===== src/rtl/cfgp_pkg.sv =====
package cfgp_pkg;
   localparam int BUS_W  = 8;
   localparam int DFN_W  = 8;
   localparam int DATA_W = 32;

   typedef enum logic [1:0] {
      SZ_BYTE  = 2'd0,
      SZ_WORD  = 2'd1,
      SZ_DWORD = 2'd2,
      SZ_RSVD  = 2'd3
   } io_size_e;

   function automatic logic [DATA_W-1:0] size_mask(input logic [1:0] sz);
      case (sz)
         SZ_BYTE: size_mask = 32'h0000_00FF;
         SZ_WORD: size_mask = 32'h0000_FFFF;
         default: size_mask = 32'hFFFF_FFFF;
      endcase
   endfunction
endpackage


===== src/rtl/cfgp_port_decode.sv =====
module cfgp_port_decode
   import cfgp_pkg::*;
#(
   parameter int              PORT_W    = 16,
   parameter logic [PORT_W-1:0] ADDR_PORT = 16'hCF8,
   parameter logic [PORT_W-1:0] DATA_PORT = 16'hCFC
) (
   input  logic              io_valid,
   input  logic [PORT_W-1:0] io_port,
   input  logic [1:0]        io_size,
   output logic              addr_sel,
   output logic              data_sel,
   output logic [1:0]        byte_off
);
   logic size_ok;
   assign size_ok  = (io_size != SZ_RSVD);
   assign addr_sel = io_valid && (io_port == ADDR_PORT) && (io_size == SZ_DWORD);
   assign data_sel = io_valid && size_ok
                     && (io_port[PORT_W-1:2] == DATA_PORT[PORT_W-1:2]);
   assign byte_off = io_port[1:0];
endmodule


===== src/rtl/cfgp_addr_latch.sv =====
module cfgp_addr_latch
   import cfgp_pkg::*;
(
   input  logic              clk,
   input  logic              rst_n,
   input  logic              ld_en,
   input  logic [DATA_W-1:0] ld_data,
   output logic [DATA_W-1:0] latch_q
);
   always_ff @(posedge clk or negedge rst_n) begin
      if (!rst_n)     latch_q <= '0;
      else if (ld_en) latch_q <= ld_data;
   end


   latch_load_chk: assert property (@(posedge clk) disable iff (!rst_n)
      ld_en |=> (latch_q == $past(ld_data)));
endmodule


===== src/rtl/cfgp_bridge_match.sv =====
module cfgp_bridge_match
   import cfgp_pkg::*;
#(
   parameter int NUM_BRIDGES = 2
) (
   input  logic [BUS_W-1:0]             bus,
   input  logic [NUM_BRIDGES*BUS_W-1:0] sec,
   input  logic [NUM_BRIDGES*BUS_W-1:0] sub,
   output logic [NUM_BRIDGES-1:0]       sel,
   output logic                         any
);
   logic [NUM_BRIDGES-1:0] in_rng;

   for (genvar b = 0; b < NUM_BRIDGES; b++) begin : g_rng
      assign in_rng[b] = (bus >= sec[b*BUS_W +: BUS_W]) &&
                         (bus <= sub[b*BUS_W +: BUS_W]);
   end

   // lowest index wins: scan downward, the last hit overwrites
   always_comb begin
      sel = '0;
      for (int b = NUM_BRIDGES - 1; b >= 0; b--) begin
         if (in_rng[b]) begin
            sel    = '0;
            sel[b] = 1'b1;
         end
      end
   end

   assign any = |in_rng;
endmodule


===== src/rtl/cfgp_top.sv =====
module cfgp_top
   import cfgp_pkg::*;
#(
   parameter int              PORT_W      = 16,
   parameter logic [PORT_W-1:0] ADDR_PORT   = 16'hCF8,
   parameter logic [PORT_W-1:0] DATA_PORT   = 16'hCFC,
   parameter int              NUM_BRIDGES = 2
) (
   input  logic                         clk,
   input  logic                         rst_n,
   input  logic                         io_valid,
   input  logic                         io_write,
   input  logic [PORT_W-1:0]            io_port,
   input  logic [1:0]                   io_size,
   input  logic [31:0]                  io_wdata,
   output logic [31:0]                  io_rdata,
   output logic                         io_hit,
   output logic                         req_write,
   output logic [7:0]                   req_devfn,
   output logic [7:0]                   req_reg,
   output logic [1:0]                   req_size,
   output logic [31:0]                  req_wdata,
   output logic                         cfg_valid,
   input  logic                         cfg_present,
   input  logic [31:0]                  cfg_rdata,
   output logic                         fwd_valid,
   output logic [NUM_BRIDGES-1:0]       fwd_sel,
   output logic [7:0]                   fwd_bus,
   input  logic [31:0]                  fwd_rdata,
   input  logic [NUM_BRIDGES*8-1:0]     br_sec,
   input  logic [NUM_BRIDGES*8-1:0]     br_sub
);
   localparam int EN_BIT  = DATA_W - 1;
   localparam int BUS_LSB = 16;
   localparam int DFN_LSB = 8;

   if (NUM_BRIDGES < 1) begin : g_bad_nb
      $error("cfgp_top: NUM_BRIDGES must be at least 1");
   end
   if (PORT_W < 3) begin : g_bad_pw
      $error("cfgp_top: PORT_W too narrow");
   end
   if (DATA_PORT[1:0] != 2'b00) begin : g_bad_dp
      $error("cfgp_top: DATA_PORT must be dword aligned");
   end

   logic              addr_sel, data_sel, latch_wr;
   logic [1:0]        byte_off;
   logic [DATA_W-1:0] latch_q;
   logic              en;
   logic [BUS_W-1:0]  bus;
   logic [NUM_BRIDGES-1:0] match_sel;
   logic              match_any, routed;
   logic [DATA_W-1:0] mask;

   cfgp_port_decode #(
      .PORT_W(PORT_W), .ADDR_PORT(ADDR_PORT), .DATA_PORT(DATA_PORT)
   ) dec_i (
      .io_valid(io_valid), .io_port(io_port), .io_size(io_size),
      .addr_sel(addr_sel), .data_sel(data_sel), .byte_off(byte_off)
   );

   assign latch_wr = addr_sel && io_write;

   cfgp_addr_latch latch_i (
      .clk(clk), .rst_n(rst_n), .ld_en(latch_wr),
      .ld_data(io_wdata), .latch_q(latch_q)
   );

   assign en  = latch_q[EN_BIT];
   assign bus = latch_q[BUS_LSB +: BUS_W];

   cfgp_bridge_match #(.NUM_BRIDGES(NUM_BRIDGES)) match_i (
      .bus(bus), .sec(br_sec), .sub(br_sub),
      .sel(match_sel), .any(match_any)
   );

   assign routed    = data_sel && en;
   assign cfg_valid = routed && (bus == '0);
   assign fwd_valid = routed && (bus != '0) && match_any;
   assign fwd_sel   = fwd_valid ? match_sel : '0;
   assign fwd_bus   = bus;

   assign req_write = io_write;
   assign req_devfn = latch_q[DFN_LSB +: DFN_W];
   assign req_reg   = {latch_q[7:2], byte_off};
   assign req_size  = io_size;
   assign req_wdata = io_wdata;

   assign io_hit = addr_sel || data_sel;
   assign mask   = size_mask(io_size);

   always_comb begin
      if (addr_sel)                       io_rdata = latch_q;
      else if (cfg_valid && cfg_present)  io_rdata = cfg_rdata & mask;
      else if (fwd_valid)                 io_rdata = fwd_rdata & mask;
      else                                io_rdata = '1;
   end


   addr_narrow_ignored_chk: assert property (@(posedge clk) disable iff (!rst_n)
      (io_valid && io_write && io_port == ADDR_PORT && io_size != SZ_DWORD)
      |=> $stable(latch_q));


   disabled_quiet_chk: assert property (@(posedge clk) disable iff (!rst_n)
      !latch_q[EN_BIT] |-> !(cfg_valid || fwd_valid));


   single_path_chk: assert property (@(posedge clk) disable iff (!rst_n)
      !(cfg_valid && fwd_valid));


   fwd_onehot_chk: assert property (@(posedge clk) disable iff (!rst_n)
      $onehot0(fwd_sel) && (fwd_valid == (fwd_sel != '0)));


   reserved_size_chk: assert property (@(posedge clk) disable iff (!rst_n)
      (io_size == SZ_RSVD) |-> !(io_hit || cfg_valid || fwd_valid));
endmodule


===== config.mk =====
export PLATFORM = sky130hd
export DESIGN_NAME = cfgp_top
export DESIGN_NICKNAME = d
export VERILOG_FILES = /design/src/rtl/cfgp_pkg.sv /design/src/rtl/cfgp_port_decode.sv /design/src/rtl/cfgp_addr_latch.sv /design/src/rtl/cfgp_bridge_match.sv /design/src/rtl/cfgp_top.sv
export SDC_FILE = /design/constraint.sdc
export NUM_CORES = 1
export LEC_CHECK = 0
export BUFFER_PORTS_ARGS = -buffer_cell sky130_fd_sc_hd__buf_4
export CORE_AREA = 2 2 97 99
export CTS_BUF_LIST = sky130_fd_sc_hd__clkbuf_16
export DETAILED_ROUTE_END_ITERATION = 12
export DIE_AREA = 0 0 99 101
export GPL_TIMING_DRIVEN = 0
export PLACE_DENSITY_LB_ADDON = 0.2
export SETUP_SLACK_MARGIN = 0.3
export SLEW_MARGIN = 5
export SYNTH_ARGS = -nofsm -noshare
export SYNTH_HDL_FRONTEND = slang
export SYNTH_SLANG_ARGS = --single-unit

===== constraint.sdc =====
create_clock -name clk -period 5.55 [get_ports clk]
set_clock_uncertainty 0.2 [all_clocks]
set_input_delay 1.11 -clock clk [delete_from_list [all_inputs] [get_ports clk]]
set_output_delay 1.11 -clock clk [all_outputs]
set_load 0.03 [all_outputs]

==> flow_metrics.py <==
metrics = {
    "global_route": {
        "antenna_found_initial": 0,
        "grt-ovfl-total": 0,
        "track_usage": 0.2361,
        "grt_max_degree": 33,
        "grt_pass1_wl_mm": 18.58,
        "grt_pass1_vias": 3674,
    },
    "route": {
        "drtPass1Iterations": 5,
        "via_count": 3668,
        "drc": 0,
        "totalWireLength_mm": 11.99,
        "wire_per_inst_um": 16.13,
        "drt_iter0_drc": 105,
        "vias_per_cell": 4.937,
        "drtAntennaViolNets": 0,
    },
    "power_and_ir_drop": {
        "switchingPower_uw": 171.7,
        "power_density_nw_per_um2": 127.1,
        "p_leak_nw": 3.019,
        "switching_share": 0.2534,
        "p_seq_frac": 0.345,
        "p_comb_frac": 0.283,
        "ir_worst_vdd_uv": 128.4,
        "p_int_uw": 505.9,
        "clkPwrFrac": 0.372,
    },
    "logic_synthesis": {
        "syn_inst": 378,
        "yosysUniqueCellTypes": 43,
        "ys_seq_area_frac": 0.2499,
        "yosys.area_share.adder": 0.1250,
        "syn_area_um2": 3204,
        "synth-edff-count": 0,
        "synth_compound_area_frac": 0.1429,
        "avgSynthCellArea_um2": 8.477,
        "synthesis.nets": 561,
        "synthMuxAreaShare": 0.1125,
        "synth_top_family_by_area": "buffers and inverters",
        "synth_xor_area_frac": 0,
        "async_flop_share": 1.000,
        "ys_ff_latch": 32,
        "synth_warnings": 0,
        "synthFlopType": "dfrtp_1",
        "synth-simple-area-share": 0.1570,
    },
    "worst_hold_path": {
        "whs_path_depth": 1,
        "hp-class": "reg -> reg",
        "hold_start": "latch_i.latch_q[25]",
        "min_to": "latch_i.latch_q[25]",
    },
    "worst_setup_path": {
        "path_cells": "buf_4 > ha_1 > nand2b_1 > a2111oi_1 > o31ai_1 > o211ai_1 > a21o_1 > buf_6 > clkbuf_2 > nor2_1 > nor3_1 > buf_4",
        "crit_type": "in -> out",
        "worst_path_max_delay_cell": "a2111oi_1",
        "slowest_delay_ns": 0.62,
        "worstPathMaxFanout": 10,
        "crit_path_end_kind": "output pin",
        "r2r-start": "latch_i.latch_q[22]",
        "critPathArrivalTime_ns": 3.60,
        "r2r_cells": 1,
        "path_buf_inv": 4,
        "required_ns": 4.24,
        "start_kind": "input port",
        "r2r_end": "latch_i.latch_q[22]",
        "crit_top_cell": "buf_4",
        "r2r_slack_ns": 4.43,
        "critical-path-top-delay-family": "compound AO/OA/AOI/OAI gates",
    },
    "floorplanning": {
        "io_pins": 247,
        "core_um2": 8977,
        "die_h_um": 101,
        "start_util": 0.3569,
        "rows": 35,
        "dieArea_um2": 9999,
        "dieWidth_um": 99,
    },
    "clocking": {
        "insertion_delay_ns": 0.27,
        "clockRootBuffer": "clkbuf_16",
        "htree_levels": 2,
        "cts_buffers": 5,
        "post-cts-setup-buffers": 0,
        "cts.path.max_buffers": 2,
        "tritoncts": "built",
        "cts.sink_count": 32,
        "clkSlewWorstSetupHoldPaths_ns": 0.05,
    },
    "place": {
        "portBuffers": 246,
        "gp_congestion": 0.8564,
        "hpwl_mm": 9.874,
        "place_area_um2": 5190,
    },
    "finish": {
        "layout_commonest_cell": "buf_4",
        "antenna_cells": 0,
        "largest_reg_flops": 32,
        "final_cell_mix": "305 x buf_4, 42 x inv_1, 32 x mux2_2, 32 x ha_1, 32 x dfrtp_1",
        "reg_top3": "latch_i.latch_q: 32 flops",
        "syn2layout_area_growth_pct": 66.34,
        "nets": 814,
        "drive_above_1_share": 0.5585,
        "design_area_um2": 5330,
        "regMostFlops": "latch_i.latch_q",
    },
    "sta": {
        "finalSetupViolCount": 0,
        "max_freq_ghz": 0.2038,
        "final.period_utilization": 0.8840,
        "grt_setup_unrepaired": "false",
        "finalHoldWorstSlack_ns": 0.3022,
        "period_needed_ns": 4.906,
        "setup_tns_ns": 0,
        "slew-limit-headroom": 0.5937,
        "final_hold_viol_count": 0,
        "maxSlewViolCount": 0,
        "tightestPinTransition_ns": 0.6080,
    },
    "status": {
        "status": "finished clean",
    },
    "job": {
        "maxCapViolCount": 0,
    },
}
metrics by stage:
step	instances	worst slack (ns)	util	total power, mW
3_5_place_dp	735	0.3531	0.5781	0.4296
3_3_place_gp	735	0.4166	0.5781	0.4260
2_1_floorplan	378	0.7929	-	0.3098
5_1_grt	743	0.4398	0.5937	0.7096
6_report	743	0.6438	0.5937	0.6776
4_1_cts	743	0.3468	0.5933	0.6838
synth_stat cells, types with 2 or more instances:
master / instances / area, um2
a2111oi_0: 2 / 17.52
a21o_1: 3 / 22.52
a21oi_1: 7 / 35.03
a221oi_1: 2 / 17.52
a31oi_1: 8 / 50.05
and3_1: 2 / 12.51
buf_1: 2 / 7.510
buf_2: 2 / 10.01
buf_4: 59 / 442.9
buf_6: 3 / 33.78
clkbuf_1: 10 / 37.54
dfrtp_1: 32 / 800.8
ha_1: 32 / 400.4
inv_1: 40 / 150.1
mux2_2: 32 / 360.4
nand2_1: 12 / 45.04
nand2b_1: 4 / 25.02
nand3_1: 18 / 90.09
nand4_1: 5 / 31.28
nor2_1: 28 / 105.1
nor3_1: 16 / 80.08
nor4_1: 2 / 12.51
o211ai_1: 2 / 15.01
o21a_1: 3 / 22.52
o21ai_0: 9 / 45.04
o21ai_1: 3 / 15.01
o221ai_1: 8 / 70.07
o22ai_1: 16 / 100.1
o31ai_1: 2 / 15.01
cells by family after synthesis:
group / Yosys count
buf+inv: 116
simple gates: 98
compound gates: 68
mux: 32
fa+ha+maj: 32
flops: 32
power by group through the flow:
stage	clock [mW]	sequential, mW	combinational (mW)
after floorplan	0	0.238	0.0722
after global placement	0	0.238	0.188
after detailed placement	0	0.238	0.192
after CTS	0.257	0.234	0.193
after global routing	0.271	0.233	0.205
final	0.252	0.234	0.192
final cells by class:
class / instances / area [um2]
plain buffers: 76 / 533.0
clock buffers: 5 / 125.1
clock inverters: 3 / 11.26
well taps: 111 / 138.9
flip-flops and latches: 32 / 800.8
repair buffers: 246 / 1847
fillers: 820 / 3647
multi-input cells: 230 / 1724
inverters: 40 / 150.1
how the worst max path moves through the flow:
stage | from | end | slack, ns | depth (start not counted)
2_1_floorplan | io_port[9] | io_rdata[14] | 0.79 | 8
3_3_place_gp | br_sec[0] | io_rdata[28] | 0.42 | 12
3_5_place_dp | br_sec[0] | io_rdata[29] | 0.35 | 12
4_1_cts | br_sec[0] | io_rdata[29] | 0.35 | 12
5_1_grt | br_sec[0] | io_rdata[29] | 0.44 | 12
6_report | br_sec[0] | io_rdata[29] | 0.64 | 12
timing repair:
action | 4_1_cts | 5_1_grt
resized for setup | 0 | 4
hold buffers | 0 | 0
setup endpoints to repair | 0 | 9
metal layers:
layer / routed length [um] / up-vias / track usage
li1: - / 1778 / -
met1: 4636 / 1714 / 0.2768
met3: 884 / 12 / 0.06033
met2: 6321 / 164 / 0.4330
met4: 145 / 0 / 0.05163
met5: 0 / - / 0
(Power assumes the default switching activity.)
